===== src/rtl/sfu_pkg.sv =====
// sfu_pkg: shared command encodings for the sticky flag unit.
// Assumes commands are driven as plain vectors and cast to these types.
package sfu_pkg;

    localparam int CCMD_W = 3;
    localparam int OCMD_W = 2;

    typedef enum logic [CCMD_W-1:0] {
        CC_HOLD  = 3'd0,
        CC_CLEAR = 3'd1,
        CC_SET   = 3'd2,
        CC_LOAD  = 3'd3,
        CC_LOADN = 3'd4
    } carry_cmd_e;

    typedef enum logic [OCMD_W-1:0] {
        OC_HOLD  = 2'd0,
        OC_CLEAR = 2'd1,
        OC_SET   = 2'd2,
        OC_ACCUM = 2'd3
    } ovf_cmd_e;

endpackage


===== src/rtl/sfu_addsub.sv =====
// sfu_addsub: combinational WIDTH-bit adder/subtractor.
// Addition uses a carry-in of 0. Subtraction is formed as a + ~b + 1.
// Signed overflow is taken from the operand and result sign bits.
module sfu_addsub #(
    parameter int WIDTH = 8
) (
    input  logic [WIDTH-1:0] a,
    input  logic [WIDTH-1:0] b,
    input  logic             sub,
    output logic [WIDTH-1:0] y,
    output logic             co,
    output logic             ov
);
    localparam int MSB = WIDTH - 1;

    logic [WIDTH-1:0] b_eff;
    logic [WIDTH:0]   full;

    // Select the effective second operand and form the extended sum.
    always_comb begin
        b_eff = sub ? ~b : b;
        full  = {1'b0, a} + {1'b0, b_eff} + {{WIDTH{1'b0}}, sub};
        y     = full[MSB:0];
        co    = full[WIDTH];
        ov    = (a[MSB] == b_eff[MSB]) && (full[MSB] != a[MSB]);
    end
endmodule


===== src/rtl/sfu_carry_reg.sv =====
// sfu_carry_reg: carry flag register driven by a per-cycle command.
// Assumes a synchronous active-low reset; unused codes hold the flag.
module sfu_carry_reg
    import sfu_pkg::*;
(
    input  logic              clk,
    input  logic              rst_n,
    input  logic [CCMD_W-1:0] cmd,
    input  logic              co,
    output logic              q
);
    // Update the carry flag according to the command.
    always_ff @(posedge clk) begin
        if (!rst_n) begin
            q <= 1'b0;
        end else begin
            case (carry_cmd_e'(cmd))
                CC_CLEAR: q <= 1'b0;
                CC_SET:   q <= 1'b1;
                CC_LOAD:  q <= co;
                CC_LOADN: q <= ~co;
                default:  q <= q;
            endcase
        end
    end
endmodule


===== src/rtl/sfu_ovf_reg.sv =====
// sfu_ovf_reg: sticky overflow flag register.
// The accumulate command can only raise the flag; only clear lowers it.
module sfu_ovf_reg
    import sfu_pkg::*;
(
    input  logic              clk,
    input  logic              rst_n,
    input  logic [OCMD_W-1:0] cmd,
    input  logic              ov,
    output logic              q
);
    // Update the overflow flag according to the command.
    always_ff @(posedge clk) begin
        if (!rst_n) begin
            q <= 1'b0;
        end else begin
            case (ovf_cmd_e'(cmd))
                OC_CLEAR: q <= 1'b0;
                OC_SET:   q <= 1'b1;
                OC_ACCUM: if (!q) q <= ov;
                default:  q <= q;
            endcase
        end
    end
endmodule


===== src/rtl/sticky_flag_unit.sv =====
// sticky_flag_unit: add/subtract datapath with a command-driven carry flag
// and a sticky overflow flag. Commands come from an external sequencer
// and take effect at the next rising edge.
module sticky_flag_unit
    import sfu_pkg::*;
#(
    parameter int WIDTH = 8
) (
    input  logic              clk,
    input  logic              rst_n,
    input  logic [WIDTH-1:0]  op_a,
    input  logic [WIDTH-1:0]  op_b,
    input  logic              sub_mode,
    input  logic [CCMD_W-1:0] carry_cmd,
    input  logic [OCMD_W-1:0] ovf_cmd,
    output logic [WIDTH-1:0]  sum,
    output logic              carry_out,
    output logic              ovf_raw,
    output logic              carry_flag,
    output logic              ovf_flag
);
    // Arithmetic datapath.
    sfu_addsub #(.WIDTH(WIDTH)) u_addsub (
        .a   (op_a),
        .b   (op_b),
        .sub (sub_mode),
        .y   (sum),
        .co  (carry_out),
        .ov  (ovf_raw)
    );

    // Carry flag.
    sfu_carry_reg u_carry (
        .clk   (clk),
        .rst_n (rst_n),
        .cmd   (carry_cmd),
        .co    (carry_out),
        .q     (carry_flag)
    );

    // Overflow flag.
    sfu_ovf_reg u_ovf (
        .clk   (clk),
        .rst_n (rst_n),
        .cmd   (ovf_cmd),
        .ov    (ovf_raw),
        .q     (ovf_flag)
    );
endmodule


===== config.mk =====
export PLATFORM = sky130hd
export DESIGN_NAME = sticky_flag_unit
export DESIGN_NICKNAME = d
export VERILOG_FILES = /design/src/rtl/sfu_pkg.sv /design/src/rtl/sfu_addsub.sv /design/src/rtl/sfu_carry_reg.sv /design/src/rtl/sfu_ovf_reg.sv /design/src/rtl/sticky_flag_unit.sv
export SDC_FILE = /design/constraint.sdc
export NUM_CORES = 1
export LEC_CHECK = 0
export ABC_AREA = 1
export BUFFER_PORTS_ARGS = -buffer_cell sky130_fd_sc_hd__buf_2
export CAP_MARGIN = 20
export CORE_MARGIN = 3
export CORE_UTILIZATION = 45
export CTS_BUF_LIST = sky130_fd_sc_hd__clkbuf_8
export DETAILED_ROUTE_END_ITERATION = 7
export GPL_TIMING_DRIVEN = 0
export PLACE_DENSITY = 0.81
export SETUP_SLACK_MARGIN = 0.05
export SLEW_MARGIN = 20
export SYNTH_ARGS = -nofsm -noshare
export SYNTH_HDL_FRONTEND = slang
export SYNTH_SLANG_ARGS = --single-unit

===== constraint.sdc =====
create_clock -name clk -period 2.4 [get_ports clk]
set_input_delay 0.48 -clock clk [delete_from_list [all_inputs] [get_ports clk]]
set_output_delay 0.48 -clock clk [all_outputs]
set_load 0.01 [all_outputs]

==> results.md, run 1 <==
- Status: finished clean
- Core area: 1330 sq um
- #FFs+latches synth: 2
- Worst EP required: 1.92 ns
- Total gr overflow: 0
- I/O Buffers: 34
- Critical Path AT: 1.80 ns
- Clk_skew: 0 ns
- Fin nets: 159
- Total negative slack: 0 ns
- CP most frequent cell: nand2_2
- Combinational share of power: 0.651
- Routability congestion estimate: approximately 0.80
- Post-Syn Area: 652 sq um
- Synth area leaders: xor2_1, ha_1, nand2_4
- Max incr delay on CP: 0.31 ns
- # diodes: 0
- Worst-Margin Slew: 0.208 ns
- Area growth from synthesis to layout: 52.6%
- Routing usage on met3: 0.0366
- Post-Synthesis Cells: 85
- Clk pwr share: 0.270
- Sequential share of the synthesized area: 0.0614
- Final hold violations: 0
- TritonCTS buffer count: 3
- Die Ht: 44.1 um
- Unique masters post-synth: 24
- RSZ-0062 raised after global routing: true
- WL final: 1310 um
- Clk_lat worst skew: 0.21 ns
- Max Fclk: 438 MHz
- Setup crit start kind: input pin
- First-pass GRT wire length: 2260 um
- Sequential power share: 0.079
- Synth warn: 0
- Max-slew violation count: 0
- Final core area utilization: 0.746
- Clock buffer depth: 2
- Vias: 630
- Root buf cell: clkbuf_8
- DR iter-0 viols: 6
- Largest net degree at the start of global routing: 9
- CP max FO: 8
- Share of cells above drive strength 1: 0.589
- GRT Util Overall: 0.151
- Top cell type's share of synthesized area: 0.161
- TritonCTS clock tree: yes
- Final HPWL DP: between 1000 and 1500 um
- Switching share of power: 0.407
- Die width: 44.1 um
- Met1 usage: 0.187
- Placement row count: 13
- IO Count: 36
- Clock Sinks: 2
- CP cell instances: buf_12 -> xor2_2 -> ha_1 -> nand2_1 -> nand2_2 -> a21oi_4 -> nand2_4 -> nand2_2 -> nand3_2 -> inv_1 -> buf_2
- Syn_area_per_cell: 7.67 sq um
- CTS clk-pin slew, worst paths: 0.03 ns
- VDD IR-drop max: 0.249 mV
- Leakage power: 0.552 nW
- Hold Path Class: input pin to register
- Grt met2 use: 0.262
- CP startpoint: sub_mode
- # fillers: 108
- Max H-tree Level: 1
- NetSw: 0.197 mW
- Antenna violations before repair: 0
- Initial Util: 0.489
- Detail Route Antenna Nets: 0
- Crit Path Category: input pin to output pin
- Number of global-route vias before repair: 570
- RR Startpoint: u_ovf.q$_SDFFE_PN0P_
- Worst rel slew slack: 0.860
- Min cycle time layout: between 2 and 2.5 ns
- Die area: 1940 sq um
- GRT busiest layer: met2
- Critical Path Slowest Stage Cell: ha_1
- Setup-failing EPs final: 0
- Period utilization: 0.950
- Drt drc: 0
- Yosys top cell by area: xor2_1
- Net Count, Synth: 118
- Worst setup EP type: output pin
- Max-Cap Viols: 0
- Pwr Density: 486 nW/um^2
- Worst Min Path Start: rst_n
- Routed length per instance: 9.44 um
- DR vias/cell: 4.53
- Router iterations before antenna repair: 2
- P_int: 0.287 mW
## metal layers
layer  up-vias  part of all wire  routed length, um
li1        341                 -                  -
met1       272              0.43                567
met2        17              0.50                661
met3         0             0.063                 83
met4         0                 0                  0
met5         -                 0                  0
## cell families (layout without fill, tap and decap cells)
logic type | count (synthesis) | in the layout | synth area share
simple gates | 31 | 31 | 0.296
buf+inv | 16 | 55 | 0.106
xor+xnor | 14 | 14 | 0.188
compound gates | 13 | 13 | 0.165
fa+ha+maj | 9 | 9 | 0.184
flops | 2 | 2 | 0.0614
## sequential cells by signal, indices dropped and copies added, names as in the netlist
register,count
u_carry.q,1
u_ovf.q,1
## what timing repair did
item,4_1_cts,5_1_grt
resized for setup,3,17
endpoints found under the setup margin,3,4
hold buffers,0,0
setup buffers,0,2
pin swaps,0,12
## Yosys cell counts
cell      number
clkinv_2       1
inv_1         13
a21o_1         1
a21oi_4        2
a21oi_2        1
a21boi_2       1
xnor2_1        2
ha_1           8
nand3_1        2
xor2_1        12
buf_6          1
a31oi_1        1
o21ai_0        2
nand3_2        3
o21ai_2        1
inv_2          1
nand2_4        6
dfxtp_1        2
nor2_1         4
nand2_1       12
o21bai_1       1
fa_1           1
nand2_2        4
a21oi_1        3
## cells in the final DEF, fill, tap and decap left out, drive strengths merged
master  count
buf        37
nand2      22
inv        14
xor2       12
ha          8
a21oi       6
nand3       5
nor2        4
clkbuf      3
o21ai       3
xnor2       2
dfxtp       2
a21o        1
o21bai      1
clkinv      1
a31oi       1
a21boi      1
fa          1
## final cells by class
cell class	count	area [sq um]	area share
well taps	15	18.8	0.0189
plain buffers	1	20.0	0.0201
multi-input cells	67	619	0.623
clock buffers	3	41.3	0.0415
flip-flops and latches	2	40.0	0.0403
inverters	15	57.6	0.0579
repair buffers	36	198	0.199
## power by group through the flow
stage | Combinational (mW) | Sequential, mW | Clock, mW
after floorplan | 0.195 | 0.0399 | 0
after global placement | 0.276 | 0.0382 | 0
after detailed placement | 0.282 | 0.0384 | 0
after CTS | 0.286 | 0.0380 | 0.134
after global routing | 0.348 | 0.0384 | 0.138
final | 0.315 | 0.0380 | 0.131
## final timing paths
check | to | slack [ns] | cells past startpoint
max reg2reg | u_ovf.q$_SDFFE_PN0P_ | 1.67 | 4
max | ovf_raw | 0.12 | 11
min reg2reg | u_ovf.q$_SDFFE_PN0P_ | 0.54 | 2
min | u_carry.q$_SDFFE_PN0P_ | 0.52 | 2
## metrics by stage
stage | power, mW | cell area [sq um] | setup WS [ns] | cells | hold slack [ns]
after floorplan | 0.235 | 652 | 0.198 | 85 | 0.572
after global placement | 0.314 | 841 | 0.0481 | 134 | 0.522
after detailed placement | 0.320 | 841 | 0.0185 | 134 | 0.538
after CTS | 0.458 | 895 | 0.0506 | 137 | 0.514
after global routing | 0.524 | 995 | 0.0372 | 139 | 0.522
final | 0.483 | 995 | 0.119 | 139 | 0.515
## critical path, delay by kind of cell
family	cells	cell delay, ns
XOR/XNOR	1	0.15
AND/OR/NAND/NOR	5	0.37
buffers and inverters	3	0.30
AO/OA/AOI/OAI	1	0.20
adder cells (fa/ha/maj)	1	0.31
(Power assumes the default switching activity.)
==> inputs of run 2 (changes only) <==
--- a/config.mk
+++ b/config.mk
@@ -9,7 +9,7 @@
 export BUFFER_PORTS_ARGS = -buffer_cell sky130_fd_sc_hd__buf_2
 export CAP_MARGIN = 20
 export CORE_MARGIN = 3
-export CORE_UTILIZATION = 45
+export CORE_UTILIZATION = 44
 export CTS_BUF_LIST = sky130_fd_sc_hd__clkbuf_8
 export DETAILED_ROUTE_END_ITERATION = 7
 export GPL_TIMING_DRIVEN = 0
@@ -18,4 +18,5 @@
 export SLEW_MARGIN = 20
 export SYNTH_ARGS = -nofsm -noshare
 export SYNTH_HDL_FRONTEND = slang
+export SYNTH_HIERARCHICAL = 1
 export SYNTH_SLANG_ARGS = --single-unit
==> run 2 against run 1 <==
Against the previous run:
- the run now ends with setup timing left
- synthesized cell count is 4.7% higher
- flip-flop and latch count stayed put
- synthesized area down 6.7%
- first-iteration DRC count increased by 130%
- global-route usage is 3.5 points higher
- largest power group unchanged
- clock power barely moved
- via count increased by 23%
- cell area shrank 0.13%
- worst setup slack got worse by 0.15 ns
- count of clock-buffer cells in the layout stayed put
- clock skew unchanged
==> results.md, run 2 <==
- Status: finished, violations left
- Violated checks: setup timing
- # diodes: 0
- FFs w/ async S/R, synth: 0
- Post-DP Area: 796 sq um
- Number of synthesized flops with an enable pin: 0
- Final hold violations: 0
- Detail Route Antenna Nets: 0
- Switching share of power: 0.424
- Clk pwr share: 0.253
- Most common cell after layout, fill and taps aside: buf_2
- Synth Area in Compound Gates: 0.105
- Worst EP required: 1.92 ns
- Die area: 1860 sq um
- Final worst setup slack: -0.0332 ns
- Clock Sinks: 2
- Root buf cell: clkbuf_8
- Dpl cells: around 140
- I/O Buffers: 34
- Post-Syn Area: 608 sq um
- Fin nets: approximately 170
- Number of global-route vias before repair: 665
- Post-Layout Cell Count: 149
- Post-Synthesis Cells: 89
- Max H-tree Level: 1
- Most used DFF post-synth: dfxtp_1
- Hold_ws: around 0.52 ns
- TritonCTS buffer count: 3
- Clk_skew: 0 ns
- Initial Util: 0.506
- TritonCTS clock tree: yes
- Yosys top cell by area: xor2_1
- RR Startpoint: u_carry/q$_SDFFE_PN0P_
- Setup-failing EPs final: 1
- Worst rel slew slack: 0.838
- Share of cells above drive strength 1: 0.556
- Routability congestion estimate: 0.779
- NetSw: 0.224 mW
- Core area: 1200 sq um
- RSZ-0062 raised after global routing: true
- Worst-Margin Slew: 0.242 ns
- Min cycle time layout: 2.43 ns
- Synth Area in Simple Gates: 0.315
- Max incr delay on CP: 0.35 ns
- P_int: 0.305 mW
- Top cell type's share of synthesized area: 0.158
- Die Ht: 43.2 um
- Area growth from synthesis to layout: 63.4%
- # fillers: 67
- Hold Path Class: input pin to register
- Largest family of logic cells by synthesized area: simple AND/OR/NAND/NOR gates
- Xor-xnor portion of the synthesized cell area: 0.214
- Synth area leaders: xor2_1, ha_1, inv_1
- IO Count: 36
- Post-synthesis mux area share: 0
- Largest net degree at the start of global routing: 9
- Antenna violations before repair: 0
- Period utilization: 1.01
- Router iterations before antenna repair: 4
- Critical Path Slowest Stage Cell: ha_1
- Drt drc: 0
- #FFs+latches synth: 2
- VDD IR-drop max: about 0.29 mV
- Count leader, synth: inv_1
- GRT Util Overall: 0.186
- Clock buffer depth: 2
- CTS clk-pin slew, worst paths: 0.03 ns
- CP startpoint: sub_mode
- Vias: 772
- Max Fclk: between 400 and 500 MHz
- Pwr Density: 533 nW/um^2
- Leakage power: 0.577 nW
- WL final: 2010 um
- DR vias/cell: about 5.2
- Critical Path AT: slightly below 2 ns
- Crit Path Category: input pin to output pin
- Tot Pwr: 0.530 mW
- Synth warn: 6
- Sequential share of the synthesized area: 0.0658
- Routed length per instance: between 10 and 15 um
- Top flop regs: u_carry/q (1), u_ovf/q (1)
- Design Area, Final: slightly below 1000 sq um
- Sequential power share: 0.072
- Worst setup EP type: output pin
- Clk_lat worst skew: 0.21 ns
- Final HPWL DP: 1100 um
- Worst Min Path Start: ovf_cmd[1]
- First-pass GRT wire length: 2650 um
- CP max FO: 8
- Setup crit start kind: input pin
- CP cell instances: buf_12 -> xor2_1 -> ha_1 -> nand2_1 -> inv_2 -> nand2_4 -> nand2_4 -> nand2_2 -> nand2_1 -> xor2_1 -> buf_2
- Adder-cell share of the synthesized area: 0.177
- DR iter-0 viols: 14
- Placement row count: 12
- Syn_area_per_cell: just under 7 sq um
- Most frequent cells in the layout: buf_2, inv_1, nand2_1, xor2_1
- Die width: about 43 um
- Net Count, Synth: 121
- Top cell types by occurrence after synthesis: inv_1, nand2_1, xor2_1
- Final core area utilization: 0.827
- Max-Cap Viols: 0
- Combinational share of power: 0.675
- Total gr overflow: 0
- Unique masters post-synth: 19
- Max-slew violation count: 0
==> run 2: path summary, 6_finish.rpt <==
kind | endpoint | slack (ns) | cells past startpoint
min reg2reg | u_ovf/q$_SDFFE_PN0P_ | 0.57 | 2
max | sum[5] | -0.03 | 11
max reg2reg | u_carry/q$_SDFFE_PN0P_ | 1.62 | 4
min | u_ovf/q$_SDFFE_PN0P_ | 0.52 | 3
==> run 2: layer usage <==
| layer | share of wire | routed length, um | track usage | vias up |
|---|---|---|---|---|
| li1 | - | - | - | 364 |
| met2 | 0.54 | 1080 | 0.327 | 48 |
| met1 | 0.32 | 638 | 0.188 | 345 |
| met4 | 0.070 | 140 | 0.139 | 0 |
| met5 | 0 | 0 | 0 | - |
| met3 | 0.076 | 152 | 0.0381 | 15 |
==> run 2: worst max-delay path: cells and delay by family <==
kind          cells  cell delay [ns]
buf+inv           3             0.37
fa+ha+maj         1             0.35
xor+xnor          2             0.38
simple gates      5             0.37
==> run 2: cell families (layout without fill, tap and decap cells) <==
group | Yosys count | in the layout
fa+ha+maj | 8 | 8
flops | 2 | 2
xor+xnor | 14 | 14
buf+inv | 18 | 64
simple gates | 36 | 36
compound gates | 11 | 11
==> run 2: timing repair <==
action                     in CTS  in global routing
pin swaps                      10                 18
setup endpoints to repair       5                  7
hold buffers                    0                  0
gates resized for setup         7                 18
setup buffers                   4                  5
==> run 2: power by group through the flow <==
| stage | registers, mW | clock network, mW | logic (mW) |
|---|---|---|---|
| after floorplan | 0.0397 | 0 | 0.179 |
| after global placement | 0.0382 | 0 | 0.260 |
| after detailed placement | 0.0383 | 0 | 0.266 |
| after CTS | 0.0380 | 0.137 | 0.295 |
| after global routing | 0.0385 | 0.137 | 0.385 |
| final | 0.0382 | 0.134 | 0.358 |
==> run 2: final cells by class <==
type                            instances  area [sq um]  area share
Timing Repair Buffer                   43           251       0.253
Clock buffer                            3          41.3      0.0416
Buffer                                  1          20.0      0.0202
Tap cell                               14          17.5      0.0176
Sequential cell                         2          40.0      0.0403
Inverter                               17          63.8      0.0642
Multi-Input combinational cell         69           559       0.563
==> run 2: through the flow <==
step | setup TNS [ns] | worst slack [ns]
finish | -0.0332 | -0.0332
global route | -0.188 | -0.0917
CTS | 0 | 0.0369
detailed placement | -0.0781 | -0.0436
global placement | -0.0197 | -0.0197
floorplan | 0 | 0.155
==> inputs of run 3 (changes only) <==
--- a/config.mk
+++ b/config.mk
@@ -9,11 +9,11 @@
 export BUFFER_PORTS_ARGS = -buffer_cell sky130_fd_sc_hd__buf_2
 export CAP_MARGIN = 20
 export CORE_MARGIN = 3
-export CORE_UTILIZATION = 44
+export CORE_UTILIZATION = 40
 export CTS_BUF_LIST = sky130_fd_sc_hd__clkbuf_8
 export DETAILED_ROUTE_END_ITERATION = 7
 export GPL_TIMING_DRIVEN = 0
-export PLACE_DENSITY = 0.81
+export PLACE_DENSITY = 0.78
 export SETUP_SLACK_MARGIN = 0.05
 export SLEW_MARGIN = 20
 export SYNTH_ARGS = -nofsm -noshare
==> constraint.sdc (replaced) <==
create_clock -name clk -period 2 [get_ports clk]
set_input_delay 0.4 -clock clk [delete_from_list [all_inputs] [get_ports clk]]
set_output_delay 0.4 -clock clk [all_outputs]
set_load 0.01 [all_outputs]
==> run 3 against run 2 <==
Against the previous run:
- the flow still finishes with violations (setup timing)
- flip-flop and latch count did not move
- count of clock-buffer cells in the layout unchanged
- non-clock buffer count is 4 higher
- cell area is 10% higher
- hold slack worse by 0.091 ns
- critical path depth is 1 lower
- critical endpoint is now sum[6]
==> results.md, run 3 (synthesis gave the netlist of run 2 again) <==
- Status: finished, violations left
- Violated checks: setup timing
- Reg2reg end: u_carry/q$_SDFFE_PN0P_
- Flop-to-flop setup slack: 1.14 ns
- DR vias/cell: 5.09
- Placement row count: 13
- GRT Util Overall: 0.207
- Critical Path AT: about 1.9 ns
- Number of global-route vias before repair: 749
- Post-Layout Cell Count: about 150
- Leakage power: about 0.60 nW
- Final hold violations: 0
- I/O Buffers: 34
- Detail Route Antenna Nets: 0
- # diodes: 0
- Worst rel slew slack: 0.845
- VDD IR-drop max: 0.314 mV
- Area growth from synthesis to layout: 80.5%
- CTS clk-pin slew, worst paths: 0.03 ns
- First-pass GRT wire length: approximately 3100 um
- Design Area, Final: 1100 sq um
- Clk_skew: 0 ns
- RR Startpoint: u_carry/q$_SDFFE_PN0P_
- Antenna violations before repair: 0
- Max Fclk: 445 MHz
- Setup crit start kind: input pin
- Final worst setup slack: -0.250 ns
- Sequential power share: 0.067
- Cells on worst reg2reg path: 4
- Clock Sinks: 2
- WL final: 2170 um
- NetSw: between 0.2 and 0.3 mW
- Clk pwr share: 0.248
- CP max FO: 8
- Drt drc: 0
- Period utilization: 1.12
- Clock buffer depth: 2
- Combinational share of power: 0.685
- IO Count: 36
- Core area: 1370 sq um
- Die area: between 2000 and 2500 sq um
- RSZ-0062 raised after global routing: true
- Final HPWL DP: 1220 um
- Top flop regs: u_carry/q (1), u_ovf/q (1)
- Routability congestion estimate: 0.811
- Worst EP required: between 1.5 and 2 ns
- P_int: 0.397 mW
- Router iterations before antenna repair: 4
- Setup-failing EPs final: 7
- Most common cell after layout, fill and taps aside: buf_2
- Max-Cap Viols: 0
- Vias: 784
- Die width: ~45 um
- Pwr Density: 629 nW/um^2
- Post-DP Area: 841 sq um
- Pre-CTS setup slack: -0.188 ns
- Total gr overflow: 0
- TritonCTS clock tree: yes
- Most frequent cells in the layout: buf_2, buf_4, xor2_1, inv_1, nand2_1
- Max H-tree Level: 1
- Crit Path Category: input pin to output pin
- Initial Util: 0.445
- Min cycle time layout: roughly 2.2 ns
- Share of cells above drive strength 1: 0.655
- Switching share of power: 0.424
- Worst hold endpoint: u_carry/q$_SDFFE_PN0P_
- Fin nets: 173
- Routed length per instance: 14.1 um
- Dpl cells: 138
- # fillers: 87
- Root buf cell: clkbuf_8
- Die Ht: 45.0 um
- Worst Min Path Start: rst_n
- Worst setup EP type: output pin
- Hold Path Class: input pin to register
- DR iter-0 viols: 18
- Largest net degree at the start of global routing: 9
- Worst-Margin Slew: 0.233 ns
- CTS Hold Bufs: 0
- TritonCTS buffer count: 3
- Max-slew violation count: 0
- Clk_lat worst skew: approximately 0.22 ns
- Hold path cells: 3
-- run 3: cell count changes in the layout (fill, tap and decap cells not counted), moves of 2 or more --
cell | previous run | this run
buf_2 | 33 | 31
buf_4 | 7 | 11
ha_4 | 0 | 2
nand2_1 | 13 | 10
inv_2 | 4 | 6
ha_1 | 7 | 5
nand2_2 | 5 | 9
inv_1 | 13 | 10
-- run 3: critical path, stage by stage --
cell	delay [ns]
buf_12	0.12
xor2_1	0.16
ha_1	0.32
buf_4	0.15
buf_4	0.13
nand2_1	0.06
inv_2	0.04
a21oi_2	0.13
xor2_1	0.17
buf_2	0.16
-- run 3: layer usage --
layer | track usage | part of all wire
met1 | 0.205 | 0.36
met2 | 0.415 | 0.57
met3 | 0.0359 | 0.043
met4 | 0.0702 | 0.026
met5 | 0 | 0
-- run 3: repair_timing --
item | CTS | global route
pin swaps | 14 | 11
setup endpoints to repair | 7 | 9
buffers inserted | 8 | 5
resized for setup | 14 | 16
-- run 3: layout make-up --
| cell class | instances | area (sq um) | area share |
|---|---|---|---|
| inverters | 17 | 66.3 | 0.0604 |
| well taps | 15 | 18.8 | 0.0171 |
| flip-flops and latches | 2 | 40.0 | 0.0365 |
| multi-input cells | 69 | 613 | 0.559 |
| plain buffers | 1 | 20.0 | 0.0182 |
| repair buffers | 47 | 298 | 0.271 |
| clock buffers | 3 | 41.3 | 0.0376 |
-- run 3: per-stage QoR --
stage                     hold slack [ns]  total power [mW]  setup TNS, ns   util
after floorplan                     0.520             0.283        -0.0141      -
after global placement              0.500             0.379         -0.828  0.615
after detailed placement            0.522             0.388         -0.959  0.615
after CTS                           0.423             0.623         -0.666  0.727
after global routing                0.444             0.733          -1.55  0.803
final                               0.428             0.690          -1.06  0.803
-- run 3: power groups by stage --
| stage | registers (mW) | clock network, mW | logic (mW) |
|---|---|---|---|
| 2_1_floorplan | 0.0477 | 0 | 0.235 |
| 3_3_place_gp | 0.0458 | 0 | 0.333 |
| 3_5_place_dp | 0.0460 | 0 | 0.342 |
| 4_1_cts | 0.0458 | 0.177 | 0.400 |
| 5_1_grt | 0.0463 | 0.177 | 0.509 |
| 6_report | 0.0461 | 0.171 | 0.473 |
-- run 3: worst max-delay path by stage --
stage                          to  slack (ns)     start  cells after the start
final                      sum[6]       -0.25  sub_mode                     10
after global routing       sum[6]       -0.31  sub_mode                     10
after CTS                 ovf_raw       -0.16  sub_mode                     13
after detailed placement  ovf_raw       -0.19  sub_mode                     11
after global placement     sum[6]       -0.17   op_b[0]                     10
after floorplan           ovf_raw       -0.01  sub_mode                     12
